===== src/rtl/agu_pkg.sv =====
package agu_pkg;
  typedef enum logic [2:0] {
    MODE_REV  = 3'd0,
    MODE_MOD  = 3'd1,
    MODE_WRAP = 3'd2,
    MODE_LIN  = 3'd3,
    MODE_RSV  = 3'd4
  } mode_e;
endpackage


===== src/rtl/agu_rst_sync.sv =====
module agu_rst_sync #(
  parameter int STAGES = 2
) (
  input  logic clk,
  input  logic rst_n,
  output logic rst_s
);
  logic [STAGES-1:0] sync_q;
  logic [STAGES-1:0] sync_d;

  always_comb begin
    sync_d = {sync_q[STAGES-2:0], 1'b1};
  end

  always_ff @(posedge clk or negedge rst_n) begin
    if (!rst_n) sync_q <= '0;
    else        sync_q <= sync_d;
  end

  assign rst_s = sync_q[STAGES-1];
endmodule


===== src/rtl/agu_mod_decode.sv =====
module agu_mod_decode
  import agu_pkg::*;
#(
  parameter int AW = 16
) (
  input  logic [AW-1:0] modifier,
  output mode_e         mode,
  output logic [AW-1:0] wrap_mask,
  output logic [AW-1:0] blk_mask
);
  localparam int LW = AW - 1;
  localparam logic [LW-1:0] LONE = {{(LW-1){1'b0}}, 1'b1};

  logic [LW-1:0] low;
  logic [LW-1:0] low_p1;
  logic          is_pow2m1;

  assign low    = modifier[LW-1:0];
  assign low_p1 = low + LONE;
  assign is_pow2m1 = (low != '0) && ((low & low_p1) == '0);

  // smallest all-ones value that covers the modifier
  always_comb begin
    blk_mask = modifier;
    for (int i = 1; i < AW; i++) begin
      blk_mask = blk_mask | (modifier >> i);
    end
  end

  assign wrap_mask = {1'b0, low};

  always_comb begin
    if (modifier == '0)          mode = MODE_REV;
    else if (&modifier)          mode = MODE_LIN;
    else if (!modifier[AW-1])    mode = MODE_MOD;
    else if (is_pow2m1)          mode = MODE_WRAP;
    else                         mode = MODE_RSV;
  end
endmodule


===== src/rtl/agu_next_calc.sv =====
module agu_next_calc
  import agu_pkg::*;
#(
  parameter int AW = 16
) (
  input  logic [AW-1:0] ptr,
  input  logic [AW-1:0] offset,
  input  logic [AW-1:0] modm1,
  input  mode_e         mode,
  input  logic [AW-1:0] wrap_mask,
  input  logic [AW-1:0] blk_mask,
  output logic [AW-1:0] nxt,
  output logic          rsv
);
  localparam int SW = AW + 2;
  localparam logic [SW-1:0] SONE = {{(SW-1){1'b0}}, 1'b1};

  // linear sum shared by linear and multiple-wrap modes
  logic [AW-1:0] lin_sum;
  assign lin_sum = ptr + offset;

  // reverse-carry path
  logic [AW-1:0] ptr_rev, off_rev, rev_sum, rev_res;
  for (genvar i = 0; i < AW; i++) begin : g_rev_in
    assign ptr_rev[i] = ptr[AW-1-i];
    assign off_rev[i] = offset[AW-1-i];
  end
  assign rev_sum = ptr_rev + off_rev;
  for (genvar i = 0; i < AW; i++) begin : g_rev_out
    assign rev_res[i] = rev_sum[AW-1-i];
  end

  // modulo path
  logic [AW-1:0]        base, lo;
  logic signed [SW-1:0] lo_ext, off_ext, mm1_ext, modulus, msum, mwrap;
  logic [AW-1:0]        mod_res;

  always_comb begin
    base    = ptr & ~blk_mask;
    lo      = ptr & blk_mask;
    lo_ext  = $signed({2'b00, lo});
    off_ext = $signed({{2{offset[AW-1]}}, offset});
    mm1_ext = $signed({2'b00, modm1});
    modulus = mm1_ext + $signed(SONE);
    msum    = lo_ext + off_ext;
    if (msum > mm1_ext)         mwrap = msum - modulus;
    else if (msum < $signed('0)) mwrap = msum + modulus;
    else                        mwrap = msum;
    mod_res = base + mwrap[AW-1:0];
  end

  // result select
  always_comb begin
    rsv = 1'b0;
    unique case (mode)
      MODE_REV:  nxt = rev_res;
      MODE_MOD:  nxt = mod_res;
      MODE_WRAP: nxt = (ptr & ~wrap_mask) | (lin_sum & wrap_mask);
      MODE_LIN:  nxt = lin_sum;
      default: begin
        nxt = ptr;
        rsv = 1'b1;
      end
    endcase
  end
endmodule


===== src/rtl/agu_ptr_unit.sv =====
module agu_ptr_unit
  import agu_pkg::*;
#(
  parameter int AW          = 16,
  parameter int SYNC_STAGES = 2
) (
  input  logic          clk,
  input  logic          rst_n,
  input  logic          wr_en,
  input  logic [AW-1:0] wr_data,
  input  logic          upd_en,
  input  logic [AW-1:0] offset,
  input  logic [AW-1:0] modifier,
  output logic [AW-1:0] ptr_q,
  output logic [AW-1:0] ptr_next,
  output logic          bad_mod
);
  logic          rst_s;
  mode_e         mode;
  logic [AW-1:0] wrap_mask, blk_mask;
  logic          rsv;
  logic [AW-1:0] ptr_d;
  logic          bad_d;
  logic          ptr_en;

  agu_rst_sync #(.STAGES(SYNC_STAGES)) rst_sync_i (
    .clk   (clk),
    .rst_n (rst_n),
    .rst_s (rst_s)
  );

  agu_mod_decode #(.AW(AW)) decode_i (
    .modifier  (modifier),
    .mode      (mode),
    .wrap_mask (wrap_mask),
    .blk_mask  (blk_mask)
  );

  agu_next_calc #(.AW(AW)) calc_i (
    .ptr       (ptr_q),
    .offset    (offset),
    .modm1     (modifier),
    .mode      (mode),
    .wrap_mask (wrap_mask),
    .blk_mask  (blk_mask),
    .nxt       (ptr_next),
    .rsv       (rsv)
  );

  // next-state
  always_comb begin
    ptr_en = wr_en | upd_en;
    ptr_d  = wr_en ? wr_data : ptr_next;
    bad_d  = upd_en & ~wr_en & rsv;
  end

  // registers
  always_ff @(posedge clk or negedge rst_s) begin
    if (!rst_s) begin
      ptr_q <= '0;
    end else if (ptr_en) begin
      ptr_q <= ptr_d;
    end
  end

  always_ff @(posedge clk or negedge rst_s) begin
    if (!rst_s) bad_mod <= 1'b0;
    else        bad_mod <= bad_d;
  end
endmodule


===== config.mk =====
export PLATFORM = sky130hd
export DESIGN_NAME = agu_ptr_unit
export DESIGN_NICKNAME = d
export VERILOG_FILES = /design/src/rtl/agu_pkg.sv /design/src/rtl/agu_rst_sync.sv /design/src/rtl/agu_mod_decode.sv /design/src/rtl/agu_next_calc.sv /design/src/rtl/agu_ptr_unit.sv
export SDC_FILE = /design/constraint.sdc
export NUM_CORES = 1
export LEC_CHECK = 0
export ABC_AREA = 1
export BUFFER_PORTS_ARGS = -buffer_cell sky130_fd_sc_hd__buf_4
export CORE_ASPECT_RATIO = 1.5
export CORE_MARGIN = 4
export CORE_UTILIZATION = 38
export DETAILED_ROUTE_END_ITERATION = 6
export SLEW_MARGIN = 40
export SYNTH_ARGS = -nofsm -noshare
export SYNTH_HDL_FRONTEND = slang
export SYNTH_SLANG_ARGS = --single-unit

===== constraint.sdc =====
create_clock -name clk -period 5.96 [get_ports clk]
set_input_delay 0.298 -clock clk [delete_from_list [all_inputs] [get_ports clk]]
set_output_delay 0.298 -clock clk [all_outputs]
set_load 0.005 [all_outputs]

==> results.toml <==
[logic_synthesis]
synth_nets = 1393
ys_ff_latch = 19
synth_top_area_share_pct = 18.8
synth_top_flop_cell = "dfrtp_1"
ys_async_sr_fraction_pct = 100
synthCells = 1225
synth_area_um2 = 7340
synth_cell_types = 61
ys_warn_count = 0
yosysTopAreaCell = "ha_1"
synth_edf_count = 0
synthesis.area_per_instance_um2 = 5.99
yosys-top-cells-area = "ha_1, nand2_1, inv_1, dfrtp_1, a21oi_1"
synth.yosys.seq_area_share_pct = 6.48

[route]
vias = 9407
wire_per_inst_um = 16.8
drtIter0Drc = 564
antenna_left = 0
viasPerCell = 5.18
wl_um = 30600
dr.pass1.iters = 5
drcViolationCount = 0

[die]
die_x_um = 121
dieArea_um2 = 21600
fp.dieH_um = 178
rows = 62
start_util_pct = 38.4
core-area_um2 = 19100
ios = 85

[layout]
finalInstanceArea_um2 = 11100
mostFrequentLayoutCell = "buf_4"
drive_above_1_share_pct = 36.0
num-nets-final = 1729
final_cell_mix = "buf_4, nand2_1, inv_1"
antenna_cells = 0
synthToLayoutAreaGrowth_pct = 51.2

[worst_setup_path]
cp_max_fo = 2
critPathArrivalTime_ps = 5900
path_class = "in -> out"
cp-end-kind = "primary output"
startpoint_type = "primary input"
cp_slowest_cell = "fa_2"
crit_top_cell = "buf_4"
r2r_slack_ps = 560
cp.required_ps = 5660
slowest_delay_ps = 270

[placement]
dp_hpwl_um = 25400
place_congestion = 0.915
post_dp_cell_area_um2 = 9840
port_buffers = 84

[grt]
antenna_found_initial = 0
grt_util_all_layers_pct = 27.5
grt_max_degree = 19
grt_pass1_wl_um = 46700
grt_overflow = 0
grt_pass1_vias = 9532

[sta]
tightest_slew_ps = 648
final_hold_viol_count = 0
fmax_ghz = 0.161
setup_violations = 9
fin_ws_ps = -241
relSlewSlack_pct = 56.7
fin_crit_ps = 6200
fin_worst_skew_ps = 1.24
final.period_utilization_pct = 104
hold_slack_ps = 197
rsz0062_at_grt = "yes"
slew_viol_final = 0

[clock_network]
h-tree-depth = 1
cts_made_buffers = 3
cts_tree = "yes"
clock-sinks = 19
clockRootBuffer = "clkbuf_16"
clk_latency_ps = 270
clockBufferDepth = 2
path_clk_slew_ps = 60

[power_and_ir_drop]
power.density_nw_per_um2 = 321
peakVddDrop_uv = 197
p_leak_uw = 0.00578

[outcome]
violations = "setup timing"
status = "finished with violations"

[min_path]
holdCritPathClass = "reg -> async"

[job]
cap_violations = 0
timing repair:
action / CTS / global route
setup buffers: 44 / 10
gates cloned: 1 / 0
hold buffers: 1 / 0
setup endpoints to repair: 24 / 26
gates resized for setup: 112 / 85
pin swaps: 63 / 68
endpoints found under the hold margin: 2 / 0
synth_stat cells, types with 11 or more instances:
cell type  instances
nand2_1          282
inv_1            190
ha_1             110
nor2_1           110
a21oi_1           91
nand3_1           75
o21ai_0           68
xor2_1            47
dfrtp_1           19
nor3_1            17
buf_2             15
o211ai_1          12
inv_2             11
nand4_1           11
logic make-up after synthesis:
family	share of synthesized area, %
AO/OA/AOI/OAI	21.0
XOR/XNOR	6.81
adder cells (fa/ha/maj)	20.4
buffers and inverters	12.3
flip-flops	6.48
other	0.0511
AND/OR/NAND/NOR	32.9
flip-flops by register name (all words and copies together) (netlist names):
signal,cells
bad_mod,1
ptr_q,16
rst_sync_i.sync_q,2
per-layer routing:
layer  routed length [µm]  GRT usage [%]
met1                11500           28.8
met2                16100           52.0
met3                  954           1.55
met4                 2080           18.4
met5                    0              0
final cells by class:
cell class,instances,area [µm²]
clock inverters,1,5.00
multi-input cells,976,6700
flip-flops and latches,19,477
fillers,1859,7990
well taps,256,320
clock buffers,3,75.1
inverters,204,783
repair buffers,357,2730
critical path, delay by kind of cell:
family / cells / cell delay (ps)
AOI/OAI and AO/OA: 2 / 300
buffers and inverters: 28 / 3090
and+or+nand+nor: 21 / 1940
adders and majority gates: 1 / 270
worst paths after layout:
check	start	end	cells past startpoint
setup / recovery	modifier[6]	ptr_next[14]	52
hold / removal	rst_sync_i.sync_q[1]$_DFF_PN0_	ptr_q[15]$_DFFE_PN0P_	0
setup reg to reg	ptr_q[4]$_DFFE_PN0P_	ptr_q[13]$_DFFE_PN0P_	40
hold reg to reg	rst_sync_i.sync_q[1]$_DFF_PN0_	ptr_q[15]$_DFFE_PN0P_	0
max in group asynchronous	rst_sync_i.sync_q[1]$_DFF_PN0_	ptr_q[2]$_DFFE_PN0P_	0
min in group clk	wr_data[7]	ptr_q[7]$_DFFE_PN0P_	3
through the flow:
step	TNS, ps	utilization [%]	total power, µW	worst slack (ps)	std cells
6_report	-1150	58.1	3560	-241	1816
2_1_floorplan	0	-	1720	27.5	1225
5_1_grt	-6190	58.1	3880	-636	1816
4_1_cts	-610	55.8	3320	-152	1807
3_3_place_gp	-11330	51.5	2930	-869	1760
3_5_place_dp	-12580	51.5	2950	-898	1760
power breakdown:
| group | leakage [µW] | internal, µW | total, µW | switching, µW |
|---|---|---|---|---|
| combinational | 0.00551 | 1510 | 3230 | 1720 |
| sequential | 0.000230 | 147 | 174 | 26.7 |
| clock | 0.0000409 | 90.4 | 149 | 58.5 |
| total | 0.00578 | 1750 | 3560 | 1810 |
(Power assumes the default switching activity.)
